### src/rtl/dshot_rx_pkg.sv
package dshot_rx_pkg;

  localparam int unsigned FRAME_BITS = 16;
  localparam int unsigned FIELD_W    = 11;
  localparam int unsigned CRC_W      = 4;
  localparam int unsigned IDX_W      = $clog2(FRAME_BITS);
  localparam int unsigned CMD_LAST   = 47;
  localparam int unsigned LVL_BASE   = 48;

  typedef enum logic [1:0] {
    CAT_DISARM   = 2'd0,
    CAT_COMMAND  = 2'd1,
    CAT_THROTTLE = 2'd2
  } cat_e;

  typedef enum logic [1:0] {
    ST_HUNT  = 2'd0,
    ST_IDLE  = 2'd1,
    ST_FRAME = 2'd2
  } rx_state_e;

  // Nominal timings in nanoseconds, per link rate.
  function automatic int unsigned cell_ns(input int unsigned rate_kbps);
    case (rate_kbps)
      150:     return 6670;
      300:     return 3330;
      default: return 1670;
    endcase
  endfunction

  function automatic int unsigned one_hi_ns(input int unsigned rate_kbps);
    case (rate_kbps)
      150:     return 5000;
      300:     return 2500;
      default: return 1250;
    endcase
  endfunction

  function automatic int unsigned zero_hi_ns(input int unsigned rate_kbps);
    case (rate_kbps)
      150:     return 2500;
      300:     return 1250;
      default: return 625;
    endcase
  endfunction

  function automatic int unsigned ns_to_cyc(input longint unsigned clk_hz,
                                            input int unsigned ns);
    longint unsigned prod;
    prod = (clk_hz * longint'(ns)) / 64'd1_000_000_000;
    return prod[31:0];
  endfunction

  // Checksum over the upper 12 bits of the word.
  function automatic logic [CRC_W-1:0] frame_crc(input logic [11:0] v);
    logic [11:0] t;
    t = v ^ (v >> 4) ^ (v >> 8);
    return t[CRC_W-1:0];
  endfunction

  function automatic cat_e classify(input logic [FIELD_W-1:0] f);
    if (f == '0)                          return CAT_DISARM;
    else if (f <= FIELD_W'(CMD_LAST))     return CAT_COMMAND;
    else                                  return CAT_THROTTLE;
  endfunction

  function automatic logic [FIELD_W-1:0] level_of(input logic [FIELD_W-1:0] f);
    if (f >= FIELD_W'(LVL_BASE)) return f - FIELD_W'(LVL_BASE);
    else                         return '0;
  endfunction

endpackage

### src/rtl/dshot_rx_sync.sv
module dshot_rx_sync #(
  parameter int unsigned STAGES = 2
) (
  input  logic clk,
  input  logic rst_n,
  input  logic d,
  output logic q
);
  logic [STAGES-1:0] chain;

  always_ff @(posedge clk or negedge rst_n) begin
    if (!rst_n) chain <= '0;
    else        chain <= {chain[STAGES-2:0], d};
  end

  assign q = chain[STAGES-1];
endmodule

### src/rtl/dshot_rx_pulse_timer.sv
module dshot_rx_pulse_timer #(
  parameter int unsigned CNT_W    = 10,
  parameter int unsigned CELL_CYC = 208,
  parameter int unsigned GAP_CYC  = 416
) (
  input  logic             clk,
  input  logic             rst_n,
  input  logic             line,
  output logic             rise,
  output logic             fall,
  output logic [CNT_W-1:0] hi_len,
  output logic             too_long,
  output logic             gap_hit
);
  localparam logic [CNT_W-1:0] CELL_L   = CNT_W'(CELL_CYC);
  localparam logic [CNT_W-1:0] HI_SAT   = CNT_W'(CELL_CYC + 1);
  localparam logic [CNT_W-1:0] GAP_L    = CNT_W'(GAP_CYC);
  localparam logic [CNT_W-1:0] GAP_PRE  = CNT_W'(GAP_CYC - 1);
  localparam logic [CNT_W-1:0] ONE_L    = CNT_W'(1);

  logic             line_q;
  logic [CNT_W-1:0] hi_cnt;
  logic [CNT_W-1:0] lo_cnt;

  assign rise = line & ~line_q;
  assign fall = ~line & line_q;

  always_ff @(posedge clk or negedge rst_n) begin
    if (!rst_n) begin
      line_q <= 1'b0;
      hi_cnt <= '0;
      lo_cnt <= '0;
    end else begin
      line_q <= line;
      if (line) begin
        if (rise)                hi_cnt <= ONE_L;
        else if (hi_cnt != HI_SAT) hi_cnt <= hi_cnt + ONE_L;
      end else begin
        if (fall)                lo_cnt <= ONE_L;
        else if (lo_cnt != GAP_L) lo_cnt <= lo_cnt + ONE_L;
      end
    end
  end

  assign hi_len   = hi_cnt;
  assign too_long = line & (hi_cnt == CELL_L);
  assign gap_hit  = ~line & ~fall & (lo_cnt == GAP_PRE);
endmodule

### src/rtl/dshot_rx_framer.sv
module dshot_rx_framer
  import dshot_rx_pkg::*;
#(
  parameter int unsigned CNT_W      = 10,
  parameter int unsigned THRESH_CYC = 117
) (
  input  logic                  clk,
  input  logic                  rst_n,
  input  logic                  rise,
  input  logic                  fall,
  input  logic [CNT_W-1:0]      hi_len,
  input  logic                  too_long,
  input  logic                  gap_hit,
  output logic [FRAME_BITS-1:0] word,
  output logic                  word_done,
  output logic                  frm_err,
  output logic                  bit_strobe,
  output logic [IDX_W-1:0]      bit_idx
);
  localparam logic [CNT_W-1:0] THRESH_L = CNT_W'(THRESH_CYC);
  localparam logic [IDX_W-1:0] LAST_IDX = IDX_W'(FRAME_BITS - 1);

  rx_state_e state;
  logic      bit_val;

  assign bit_val    = hi_len > THRESH_L;
  assign bit_strobe = (state == ST_FRAME) & fall & ~too_long & ~gap_hit;

  always_ff @(posedge clk or negedge rst_n) begin
    if (!rst_n) begin
      state     <= ST_HUNT;
      word      <= '0;
      bit_idx   <= '0;
      word_done <= 1'b0;
      frm_err   <= 1'b0;
    end else begin
      word_done <= 1'b0;
      frm_err   <= 1'b0;
      case (state)
        ST_HUNT: begin
          if (gap_hit) state <= ST_IDLE;
        end
        ST_IDLE: begin
          if (rise) begin
            state   <= ST_FRAME;
            bit_idx <= '0;
          end
        end
        ST_FRAME: begin
          if (too_long) begin
            frm_err <= 1'b1;
            state   <= ST_HUNT;
          end else if (gap_hit) begin
            frm_err <= 1'b1;
            state   <= ST_IDLE;
          end else if (bit_strobe) begin
            word    <= {word[FRAME_BITS-2:0], bit_val};
            bit_idx <= bit_idx + IDX_W'(1);
            if (bit_idx == LAST_IDX) begin
              word_done <= 1'b1;
              state     <= ST_HUNT;
            end
          end
        end
        default: state <= ST_HUNT;
      endcase
    end
  end
endmodule

### src/rtl/dshot_rx_decoder.sv
module dshot_rx_decoder
  import dshot_rx_pkg::*;
(
  input  logic                  clk,
  input  logic                  rst_n,
  input  logic                  word_done,
  input  logic [FRAME_BITS-1:0] word,
  output logic                  valid,
  output logic [FIELD_W-1:0]    field,
  output logic                  telem,
  output logic [CRC_W-1:0]      crc_rx,
  output logic                  crc_err,
  output logic [1:0]            cat,
  output logic [FIELD_W-1:0]    level
);
  logic [FIELD_W-1:0] w_field;
  logic [11:0]        w_cover;

  assign w_field = word[FRAME_BITS-1 -: FIELD_W];
  assign w_cover = word[FRAME_BITS-1:CRC_W];

  always_ff @(posedge clk or negedge rst_n) begin
    if (!rst_n) begin
      valid   <= 1'b0;
      field   <= '0;
      telem   <= 1'b0;
      crc_rx  <= '0;
      crc_err <= 1'b0;
      cat     <= CAT_DISARM;
      level   <= '0;
    end else begin
      valid <= word_done;
      if (word_done) begin
        field   <= w_field;
        telem   <= word[CRC_W];
        crc_rx  <= word[CRC_W-1:0];
        crc_err <= frame_crc(w_cover) != word[CRC_W-1:0];
        cat     <= classify(w_field);
        level   <= level_of(w_field);
      end
    end
  end
endmodule

### src/rtl/dshot_rx.sv
module dshot_rx
  import dshot_rx_pkg::*;
#(
  parameter int unsigned CLK_HZ    = 125_000_000,
  parameter int unsigned RATE_KBPS = 600,
  parameter int unsigned GAP_CELLS = 2
) (
  input  logic          clk,
  input  logic          rst_n,
  input  logic          dshot_in,
  output logic          frame_valid,
  output logic [10:0]   throttle_field,
  output logic          telem_req,
  output logic [3:0]    crc_rx,
  output logic          crc_error,
  output logic [1:0]    category,
  output logic [10:0]   throttle_level,
  output logic          framing_error
);
  localparam int unsigned CELL_CYC   = ns_to_cyc(longint'(CLK_HZ), cell_ns(RATE_KBPS));
  localparam int unsigned ONE_CYC    = ns_to_cyc(longint'(CLK_HZ), one_hi_ns(RATE_KBPS));
  localparam int unsigned ZERO_CYC   = ns_to_cyc(longint'(CLK_HZ), zero_hi_ns(RATE_KBPS));
  localparam int unsigned THRESH_CYC = (ONE_CYC + ZERO_CYC) / 2;
  localparam int unsigned GAP_CYC    = GAP_CELLS * CELL_CYC;
  localparam int unsigned CNT_W      = $clog2(GAP_CYC + 2);

  logic                  line_s;
  logic                  rise;
  logic                  fall;
  logic [CNT_W-1:0]      hi_len;
  logic                  too_long;
  logic                  gap_hit;
  logic [FRAME_BITS-1:0] word;
  logic                  word_done;
  logic                  bit_strobe;
  logic [IDX_W-1:0]      bit_idx;

  dshot_rx_sync #(.STAGES(2)) u_sync (
    .clk   (clk),
    .rst_n (rst_n),
    .d     (dshot_in),
    .q     (line_s)
  );

  dshot_rx_pulse_timer #(
    .CNT_W    (CNT_W),
    .CELL_CYC (CELL_CYC),
    .GAP_CYC  (GAP_CYC)
  ) u_timer (
    .clk      (clk),
    .rst_n    (rst_n),
    .line     (line_s),
    .rise     (rise),
    .fall     (fall),
    .hi_len   (hi_len),
    .too_long (too_long),
    .gap_hit  (gap_hit)
  );

  dshot_rx_framer #(
    .CNT_W      (CNT_W),
    .THRESH_CYC (THRESH_CYC)
  ) u_framer (
    .clk        (clk),
    .rst_n      (rst_n),
    .rise       (rise),
    .fall       (fall),
    .hi_len     (hi_len),
    .too_long   (too_long),
    .gap_hit    (gap_hit),
    .word       (word),
    .word_done  (word_done),
    .frm_err    (framing_error),
    .bit_strobe (bit_strobe),
    .bit_idx    (bit_idx)
  );

  dshot_rx_decoder u_dec (
    .clk       (clk),
    .rst_n     (rst_n),
    .word_done (word_done),
    .word      (word),
    .valid     (frame_valid),
    .field     (throttle_field),
    .telem     (telem_req),
    .crc_rx    (crc_rx),
    .crc_err   (crc_error),
    .cat       (category),
    .level     (throttle_level)
  );
endmodule

### config.mk
export PLATFORM = sky130hd
export DESIGN_NAME = dshot_rx
export DESIGN_NICKNAME = d
export VERILOG_FILES = /design/src/rtl/dshot_rx_pkg.sv /design/src/rtl/dshot_rx_sync.sv /design/src/rtl/dshot_rx_pulse_timer.sv /design/src/rtl/dshot_rx_framer.sv /design/src/rtl/dshot_rx_decoder.sv /design/src/rtl/dshot_rx.sv
export SDC_FILE = /design/constraint.sdc
export NUM_CORES = 1
export LEC_CHECK = 0
export BUFFER_PORTS_ARGS = -buffer_cell sky130_fd_sc_hd__buf_4
export CORE_MARGIN = 2
export CORE_UTILIZATION = 30
export CTS_CLUSTER_DIAMETER = 30
export CTS_CLUSTER_SIZE = 25
export DETAILED_ROUTE_END_ITERATION = 10
export HOLD_SLACK_MARGIN = 0.06
export PLACE_DENSITY = 0.55
export SYNTH_ARGS = -nofsm -noshare
export SYNTH_HDL_FRONTEND = slang
export SYNTH_SLANG_ARGS = --single-unit
### constraint.sdc
create_clock -name clk -period 2 [get_ports clk]
set_input_delay 0.2 -clock clk [delete_from_list [all_inputs] [get_ports clk]]
set_output_delay 0.2 -clock clk [all_outputs]
set_load 0.005 [all_outputs]
==> results of run 1 <==
layout by cell type, fill, tap and decap left out, types with 3 or more instances in the layout:
cell	instances
dfrtp_1	76
nor2b_1	4
ha_1	9
inv_1	9
a21oi_1	9
xnor2_1	13
a31oi_1	3
a22o_1	11
nand3_1	9
o21a_1	3
nand4_1	6
mux2_2	30
o21ai_0	12
xor2_1	15
nor3_1	7
buf_4	40
nor2_1	23
nand2_1	22
clkbuf_16	9
routing by layer:
| metal | track usage (%) | wire (um) |
|---|---|---|
| met5 | 0 | 0 |
| met4 | 3.82 | 98 |
| met3 | 3.77 | 278 |
| met2 | 18.6 | 3400 |
| met1 | 15.1 | 3250 |
cell type report:
type / count / area, um2
fill: 1118 / 7250
sequential: 76 / 1900
multi-input combinational: 210 / 1590
timing repair buffer: 43 / 340
clock buffer: 12 / 246
tap: 143 / 179
inverter: 9 / 33.8
clock inverter: 4 / 25.0
power groups by stage:
stage	Clock, mW	Sequential [mW]	Combinational [mW]
after CTS	1.52	1.64	0.220
after detailed placement	0	1.67	0.216
after global placement	0	1.67	0.211
final	1.47	1.64	0.214
after floorplan	0	1.65	0.146
after global routing	1.59	1.65	0.250
cells by family after synthesis:
group | synth area share [%]
flip-flops | 53.0
buffers and inverters | 2.72
multiplexers | 9.69
AO/OA/AOI/OAI | 11.5
XOR/XNOR | 6.83
AND/OR/NAND/NOR | 13.1
adder cells (fa/ha/maj) | 3.14
worst max-delay path, stage by stage, from the launching register on:
cell     delay, ps
dfrtp_1        460
nor4_1         440
a32o_1         250
o21a_1         360
a22o_1         190
worst max path at each step:
stage | end | from | slack [ps]
6_report | u_dec.level[3] | u_framer.word[8] | 240
4_1_cts | u_dec.level[7] | u_framer.word[8] | 240
5_1_grt | u_dec.level[2] | u_framer.word[8] | 110
3_5_place_dp | u_dec.level[7] | u_framer.word[8] | 260
2_1_floorplan | u_dec.level[3] | u_framer.word[10] | 510
3_3_place_gp | u_framer.word[12] | u_timer.line_q | 330
state kept, by name (all words and copies together) (netlist names):
| signal | count |
|---|---|
| u_sync.chain | 2 |
| u_framer.frm_err | 1 |
| u_framer.state | 2 |
| u_dec.valid | 1 |
| u_dec.telem | 1 |
| u_timer.line_q | 1 |
| u_framer.word_done | 1 |
| u_timer.hi_len | 9 |
| u_dec.cat | 2 |
| u_dec.field | 11 |
| u_framer.bit_idx | 4 |
| u_dec.crc_err | 1 |
| u_framer.word | 16 |
| u_dec.crc_rx | 4 |
| u_dec.level | 11 |
| u_timer.lo_cnt | 9 |
timing repair:
item                                   CTS  global route
hold buffers                             2             0
setup buffers                            0             0
endpoints found under the hold margin   35             0
==> impl_metrics.env, run 1 <==
export IMPL_relSlewSlack_pct=60.9
export IMPL_critPathMaxFanout=10
export IMPL_synth_largest_area_cell="dfrtp_1"
export IMPL_die_y_um=113
export IMPL_drive_above_1_share_pct=26.0
export IMPL_rsz0062_at_grt="no"
export IMPL_wl_mm=7.03
export IMPL_ys_types=49
export IMPL_clock_sinks=76
export IMPL_synth_warnings=0
export IMPL_fin_area_um2=4320
export IMPL_grt_pass1_vias=2447
export IMPL_dp_hpwl_mm=4.90
export IMPL_place_inst=479
export IMPL_die_x_um=113
export IMPL_seq_power_share_pct=49.4
export IMPL_rows=39
export IMPL_layout_cells_non_filler=497
export IMPL_max_cap_violations=0
export IMPL_start_util_pct=31.0
export IMPL_hold_viol_final=0
export IMPL_tns_ps=0
export IMPL_grt_use_total_pct=11.7
export IMPL_p_leak_nw=2.09
export IMPL_worstHoldPathType="reg -> reg"
export IMPL_p_int_mw=2.53
export IMPL_drtPass1Iterations=4
export IMPL_fmax_mhz=568
export IMPL_ir_drop_uv=452
export IMPL_worst_slack_ps=239
export IMPL_skew_ps=7.00
export IMPL_cts_root_buf="clkbuf_16"
export IMPL_num_vias=2421
export IMPL_clkPwrFrac_pct=44.1
export IMPL_timing_rr_start="u_framer.word[8]"
export IMPL_path_class="reg -> reg"
export IMPL_switching_share_pct=23.8
export IMPL_synth_edf_count=0
export IMPL_drv_slew=0
export IMPL_post_synth_top_count_cell="dfrtp_1"
export IMPL_start_kind="flop"
export IMPL_clock_latency_ps=330
export IMPL_min_from="u_sync.chain[0]"
export IMPL_routedWlPerCell_um=14.1
export IMPL_synthTopCellsByArea="dfrtp_1 53%, mux2_2 9.4%, xor2_1 3.7%, xnor2_1 3.2%, ha_1 3.1%"
export IMPL_grt_max_degree=43
export IMPL_post_route_drc_count=0
export IMPL_core_um2=11600
export IMPL_num_io_pins=35
export IMPL_io_buffers=34
export IMPL_drt_antenna_violating_nets=0
export IMPL_r2r_slack_ps=240
export IMPL_cts_buffers=9
export IMPL_antenna_found_initial=0
export IMPL_grt_pass1_wl_mm=12.0
export IMPL_timing_rr_end="u_dec.level[3]"
export IMPL_power_total_mw=3.32
export IMPL_worst_pin_slew_ps=587
export IMPL_place_congestion=0.794
export IMPL_drt_initial_drc_count=140
export IMPL_via_per_inst=4.87
export IMPL_syn_to_final_growth_pct=20.3
export IMPL_cts_resized=0
export IMPL_power_frac_comb_pct=6.4
export IMPL_worstRegToRegCells=4
export IMPL_ys_seq_area_share_pct=53.0
export IMPL_syn_nets=321
export IMPL_pre_cts_slack_ps=263
export IMPL_synth_seq_cells=76
export IMPL_synthArstFlopShare_pct=100
export IMPL_power_density_nw_per_um2=770
export IMPL_grt_overflow=0
export IMPL_syn_area_per_cell_um2=11.6
export IMPL_diodes=0
export IMPL_synthesis_area_um2=3590
export IMPL_min_to="u_sync.chain[1]"
export IMPL_cts_buffer_depth=2
export IMPL_whs_path_depth=0
export IMPL_synth_common_cells="76 x dfrtp_1, 30 x mux2_2, 23 x nor2_1"
export IMPL_cts_tree="built"
export IMPL_arrival_ps=2030
export IMPL_min_period_ps=1760
export IMPL_die_area_um2=12900
export IMPL_p_switching_mw=0.790
export IMPL_placed_cell_area_um2=4020
export IMPL_clk_pin_slew_worst_paths_ps=60
export IMPL_cts_htree_levels=3
export IMPL_synth_top_area_share_pct=53.0
export IMPL_synthCells=309
export IMPL_synthFlopType="dfrtp_1"
export IMPL_finalCritPeriodShare_pct=88.1
export IMPL_outcome="finished, final reports clean"
export IMPL_utilization_pct=37.3
export IMPL_crit_required_ps=2270
export IMPL_end_kind="flop"
export IMPL_worst_hold_slack_ps=350
export IMPL_nets=361
export IMPL_finalSetupViolCount=0
Power figures use the tool's default switching activity.
==> run 2, diff against run 1 <==
--- a/config.mk
+++ b/config.mk
@@ -12,7 +12,7 @@
 export CTS_CLUSTER_SIZE = 25
 export DETAILED_ROUTE_END_ITERATION = 10
 export HOLD_SLACK_MARGIN = 0.06
-export PLACE_DENSITY = 0.55
+export PLACE_DENSITY_LB_ADDON = 0.3
 export SYNTH_ARGS = -nofsm -noshare
 export SYNTH_HDL_FRONTEND = slang
 export SYNTH_SLANG_ARGS = --single-unit
==> constraint.sdc (replaced) <==
create_clock -name clk -period 1.7 [get_ports clk]
set_input_delay 0.17 -clock clk [delete_from_list [all_inputs] [get_ports clk]]
set_output_delay 0.17 -clock clk [all_outputs]
set_load 0.005 [all_outputs]
==> run 2 against run 1 <==
  * Worst setup slack lost 98 ps
  * Sequential power grew 18%
  * Cell count up 3.0%
  * Die area stayed put
  * Sequential share of layout area fell by 1.6 points
  * Highest routed layer unchanged
==> impl_metrics.env, run 2 (synthesis gave the netlist of run 1 again) <==
export IMPL_fillers=1112
export IMPL_routedWlPerCell_um=13.9
export IMPL_worstHoldPathType="in -> async"
export IMPL_path_class="reg -> reg"
export IMPL_num_io_pins=35
export IMPL_p_switching_mw=0.982
export IMPL_io_buffers=34
export IMPL_drt_antenna_violating_nets=0
export IMPL_largestRegisters="u_framer.word (16), u_dec.field (11), u_dec.level (11)"
export IMPL_cpMaxStageDelayCell="or3_4"
export IMPL_tns_ps=0
export IMPL_nets=376
export IMPL_num_vias=2448
export IMPL_rows=39
export IMPL_crit_required_ps=1930
export IMPL_worst_pin_slew_ps=445
export IMPL_outcome="finished, final reports clean"
export IMPL_arrival_ps=1790
export IMPL_max_cap_violations=0
export IMPL_hold_viol_final=0
export IMPL_slowest_delay_ps=460
export IMPL_skew_ps=4.13
export IMPL_drive_above_1_share_pct=29.8
export IMPL_cts_buffers=9
export IMPL_p_leak_nw=2.20
export IMPL_seq_power_share_pct=45.6
export IMPL_worstRegToRegCells=4
export IMPL_power_density_nw_per_um2=945
export IMPL_die_y_um=113
export IMPL_cts_tree="built"
export IMPL_via_per_inst=4.78
export IMPL_core_um2=11600
export IMPL_fmax_mhz=641
export IMPL_min_period_ps=1560
export IMPL_cp_num_cells=4
export IMPL_critPathMaxFanout=6
export IMPL_grt_max_degree=47
export IMPL_cts_buffer_depth=2
export IMPL_crit_buf_inv=0
export IMPL_drtPass1Iterations=4
export IMPL_grt_pass1_wl_mm=12.3
export IMPL_ir_drop_uv=924
export IMPL_drv_slew=0
export IMPL_power_frac_comb_pct=6.0
export IMPL_end_kind="flop"
export IMPL_largest_reg_flops=16
export IMPL_clkPwrFrac_pct=48.4
export IMPL_grt_use_total_pct=12.0
export IMPL_wl_mm=7.12
export IMPL_die_area_um2=12900
export IMPL_syn_to_final_growth_pct=24.9
export IMPL_post_route_drc_count=0
export IMPL_place_congestion=0.762
export IMPL_seqCellArea_um2=1900
export IMPL_layout_cells_non_filler=512
export IMPL_top_register="u_framer.word"
export IMPL_cts_htree_levels=3
export IMPL_clock_sinks=76
export IMPL_cp_top_family="simple AND/OR/NAND/NOR gates"
export IMPL_start_util_pct=31.0
export IMPL_switching_share_pct=23.2
export IMPL_clk_pin_slew_worst_paths_ps=60
export IMPL_finalCritPeriodShare_pct=91.7
export IMPL_antenna_found_initial=0
export IMPL_grt_pass1_vias=2539
export IMPL_multi_input_area_um2=1590
export IMPL_p_int_mw=3.25
export IMPL_dp_hpwl_mm=5.04
export IMPL_path_cells="or3_4, nor3_1, a211oi_1, a31o_1"
export IMPL_grt_overflow=0
export IMPL_power_total_mw=4.24
export IMPL_start_kind="flop"
export IMPL_place_inst=494
export IMPL_clock_latency_ps=330
export IMPL_drt_initial_drc_count=147
export IMPL_rsz0062_at_grt="no"
export IMPL_worst_hold_slack_ps=312
export IMPL_post_cts_buffers=0
export IMPL_diodes=0
export IMPL_die_x_um=113
export IMPL_relSlewSlack_pct=70.3
export IMPL_cts_root_buf="clkbuf_16"
export IMPL_layout_commonest_cell="dfrtp_1"
export IMPL_finalSetupViolCount=0
export IMPL_layout_common_cells="76 x dfrtp_1, 55 x buf_4, 30 x mux2_2"
## run 2: layout make-up
class / instances / share of cell area (%)
repair buffers: 58 / 10.1
flip-flops and latches: 76 / 42.4
multi-input cells: 210 / 35.5
clock buffers: 9 / 5.03
well taps: 143 / 3.99
clock inverters: 7 / 2.21
inverters: 9 / 0.754
## run 2: metal layers
metal | up-vias | track usage [%] | wire length [um]
met5 | - | 0 | 0
met4 | 0 | 4.39 | 77
met3 | 8 | 3.77 | 232
met2 | 35 | 19.6 | 3450
met1 | 1198 | 15.1 | 3350
li1 | 1207 | - | -
## run 2: repair_timing
| action | 4_1_cts | 5_1_grt |
|---|---|---|
| hold buffers | 2 | 0 |
| endpoints found under the setup margin | 0 | 10 |
| gates resized for setup | 0 | 1 |
| endpoints found under the hold margin | 31 | 0 |
## run 2: per-stage QoR
stage | util (%) | instance area, um2 | setup WS (ps)
global route | 38.8 | 4480 | 30.2
global placement | 35.8 | 4140 | 142
floorplan | - | 3590 | 205
CTS | 38.7 | 4480 | 89.5
detailed placement | 35.8 | 4140 | 108
finish | 38.8 | 4480 | 141
## run 2: worst register-to-register path, stage by stage, from the launching register on
cell	delay, ps
dfrtp_1	430
or3_4	460
nor3_1	290
a211oi_1	80
a31o_1	190
## run 2: path summary, 6_finish.rpt
kind,start,end,slack (ps)
min in group clk,u_sync.chain[0],u_sync.chain[1],350
worst max-delay path,u_timer.hi_len[3],u_framer.state[1],140
worst min-delay path,rst_n,u_dec.field[1],310
worst max register to register,u_timer.hi_len[3],u_framer.state[1],140
worst min register to register,u_sync.chain[0],u_sync.chain[1],350
max in group asynchronous,rst_n,u_framer.word[9],810
## run 2: power by group through the flow
stage | Clock (mW) | Combinational, mW | Sequential [mW]
after floorplan | 0 | 0.172 | 1.94
after global placement | 0 | 0.250 | 1.96
after detailed placement | 0 | 0.258 | 1.96
after CTS | 2.12 | 0.263 | 1.93
after global routing | 2.18 | 0.299 | 1.94
final | 2.05 | 0.256 | 1.93
==> run 3, diff against run 2 <==
--- a/config.mk
+++ b/config.mk
@@ -9,9 +9,10 @@
 export CORE_MARGIN = 2
 export CORE_UTILIZATION = 30
 export CTS_CLUSTER_DIAMETER = 30
-export CTS_CLUSTER_SIZE = 25
+export CTS_CLUSTER_SIZE = 10
 export DETAILED_ROUTE_END_ITERATION = 10
 export HOLD_SLACK_MARGIN = 0.06
+export MAX_ROUTING_LAYER = met4
 export PLACE_DENSITY_LB_ADDON = 0.3
 export SYNTH_ARGS = -nofsm -noshare
 export SYNTH_HDL_FRONTEND = slang
==> constraint.sdc (replaced) <==
create_clock -name clk -period 1.8 [get_ports clk]
set_input_delay 0.18 -clock clk [delete_from_list [all_inputs] [get_ports clk]]
set_output_delay 0.18 -clock clk [all_outputs]
set_load 0.005 [all_outputs]
==> run 3 against run 2 <==
  * Clock skew up 1.2 ps
  * Critical path depth unchanged
  * Sequential power down 6%
  * Clock-buffer cell count is 2 higher
  * Power fell by 8.9%
  * Clock power fell by 12%
  * Non-clock buffer count down 6
  * Combinational power is 7% lower
  * Global-route usage increased by 0.54 points
  * Worst setup slack gained 66 ps
  * Critical path type unchanged
==> impl_metrics.env, run 3 (synthesis gave the netlist of run 1 again) <==
export IMPL_outcome="finished, final reports clean"
export IMPL_top_register="u_framer.word"
export IMPL_tns_ps=0
export IMPL_clk_pin_slew_worst_paths_ps=60
export IMPL_syn_to_final_growth_pct=23.0
export IMPL_power_density_nw_per_um2=875
export IMPL_wl_mm=7.13
export IMPL_ir_drop_uv=524
export IMPL_placed_cell_area_um2=4090
export IMPL_io_buffers=34
export IMPL_hold_viol_final=0
export IMPL_core_um2=11600
export IMPL_crit_buf_inv=0
export IMPL_cts_buffers=9
export IMPL_critPathMaxFanout=10
export IMPL_crit_required_ps=2010
export IMPL_arrival_ps=1800
export IMPL_end_kind="flop"
export IMPL_diodes=0
export IMPL_fillers=1098
export IMPL_start_util_pct=31.0
export IMPL_cpMaxStageDelayCell="dfrtp_1"
export IMPL_cp_top_family="compound AO/OA/AOI/OAI gates"
export IMPL_use_met3_pct=4.25
export IMPL_rows=39
export IMPL_drv_slew=0
export IMPL_cts_tree="built"
export IMPL_drive_above_1_share_pct=28.2
export IMPL_worst_pin_slew_ps=449
export IMPL_cts_htree_levels=3
export IMPL_relSlewSlack_pct=70.1
export IMPL_drt_antenna_violating_nets=0
export IMPL_die_area_um2=12900
export IMPL_fin_area_um2=4410
export IMPL_slowest_delay_ps=460
export IMPL_grt_use_total_pct=12.6
export IMPL_worstHoldPathType="in -> async"
export IMPL_grt_busiest_layer="met2"
export IMPL_post_route_drc_count=0
export IMPL_nets=370
export IMPL_drtPass1Iterations=4
export IMPL_largestRegisters="u_framer.word (16), u_dec.field (11), u_dec.level (11)"
export IMPL_layout_commonest_cell="dfrtp_1"
export IMPL_grt_met2_usage_pct=20.2
export IMPL_cts_buffer_depth=2
export IMPL_grt_pass1_vias=2556
export IMPL_fmax_mhz=628
export IMPL_grt_overflow=0
export IMPL_die_x_um=113
export IMPL_dp_hpwl_mm=5.02
export IMPL_max_cap_violations=0
export IMPL_cts_resized=0
export IMPL_finalSetupViolCount=0
export IMPL_num_io_pins=35
export IMPL_via_per_inst=4.87
export IMPL_layout_common_cells="76 x dfrtp_1, 49 x buf_4, 30 x mux2_2"
export IMPL_grt_use_met1_pct=15.6
export IMPL_p_leak_nw=2.16
export IMPL_antenna_found_initial=0
export IMPL_rsz0062_at_grt="no"
export IMPL_drt_initial_drc_count=140
export IMPL_die_y_um=113
export IMPL_routedWlPerCell_um=14.1
export IMPL_clock_sinks=76
export IMPL_place_congestion=0.774
export IMPL_path_class="reg -> reg"
export IMPL_finalCritPeriodShare_pct=88.5
export IMPL_cts_root_buf="clkbuf_16"
export IMPL_start_kind="flop"
export IMPL_min_period_ps=1590
export IMPL_clock_latency_ps=330
export IMPL_grt_pass1_wl_mm=12.6
export IMPL_skew_ps=5.32
export IMPL_path_cells="ha_1, a32o_1, o21a_1, a22o_1"
export IMPL_largest_reg_flops=16
export IMPL_num_vias=2461
export IMPL_grt_max_degree=51
run 3: final timing paths:
path | startpoint | to | slack (ps) | depth (start not counted)
min | rst_n | u_dec.field[0] | 300 | 2
max | u_framer.word[9] | u_dec.level[2] | 210 | 4
max in group asynchronous | rst_n | u_framer.bit_idx[3] | 920 | 3
max reg2reg | u_framer.word[9] | u_dec.level[2] | 210 | 4
min in group clk | u_sync.chain[0] | u_sync.chain[1] | 350 | 0
min reg2reg | u_sync.chain[0] | u_sync.chain[1] | 350 | 0
run 3: final cells by class:
cell class	count	area [um2]	share of cell area, %
clock inverters	4	48.8	1.11
flip-flops and latches	76	1900	43.1
inverters	9	33.8	0.766
clock buffers	11	253	5.73
repair buffers	52	408	9.24
multi-input cells	210	1590	36.0
well taps	143	179	4.05
run 3: worst reg2reg max path: stages, from the launching register on:
cell	delay [ps]
dfrtp_1	460
ha_1	270
a32o_1	240
o21a_1	280
a22o_1	230
run 3: where the power goes:
group	leakage [nW]	total, mW	switching, mW	internal, mW
Sequential	1.04	1.82	0.0701	1.75
Clock	0.151	1.80	0.659	1.14
Combinational	0.969	0.238	0.143	0.0946
Total	2.16	3.86	0.873	2.99
run 3: what timing repair did:
item                                   CTS  global route
endpoints found under the hold margin   27             0
hold buffers                             2             0
buffers inserted                         0             0
run 3: metal layers:
layer,vias up,part of all wire [%],wire length (um)
li1,1198,-,-
met1,1211,46,3250
met2,45,49,3490
met3,7,4.5,323
met4,0,0.80,57
met5,-,0,0
run 3: through the flow:
stage / std cells / hold slack [ps] / util, % / power, mW / setup slack, ps
global route: 505 / 333 / 38.2 / 4.05 / 28.4
floorplan: 309 / -116 / - / 2.00 / 305
finish: 505 / 303 / 38.2 / 3.86 / 207
global placement: 488 / 112 / 35.4 / 2.08 / 246
detailed placement: 488 / 119 / 35.4 / 2.09 / 208
CTS: 505 / 308 / 38.2 / 3.91 / 201
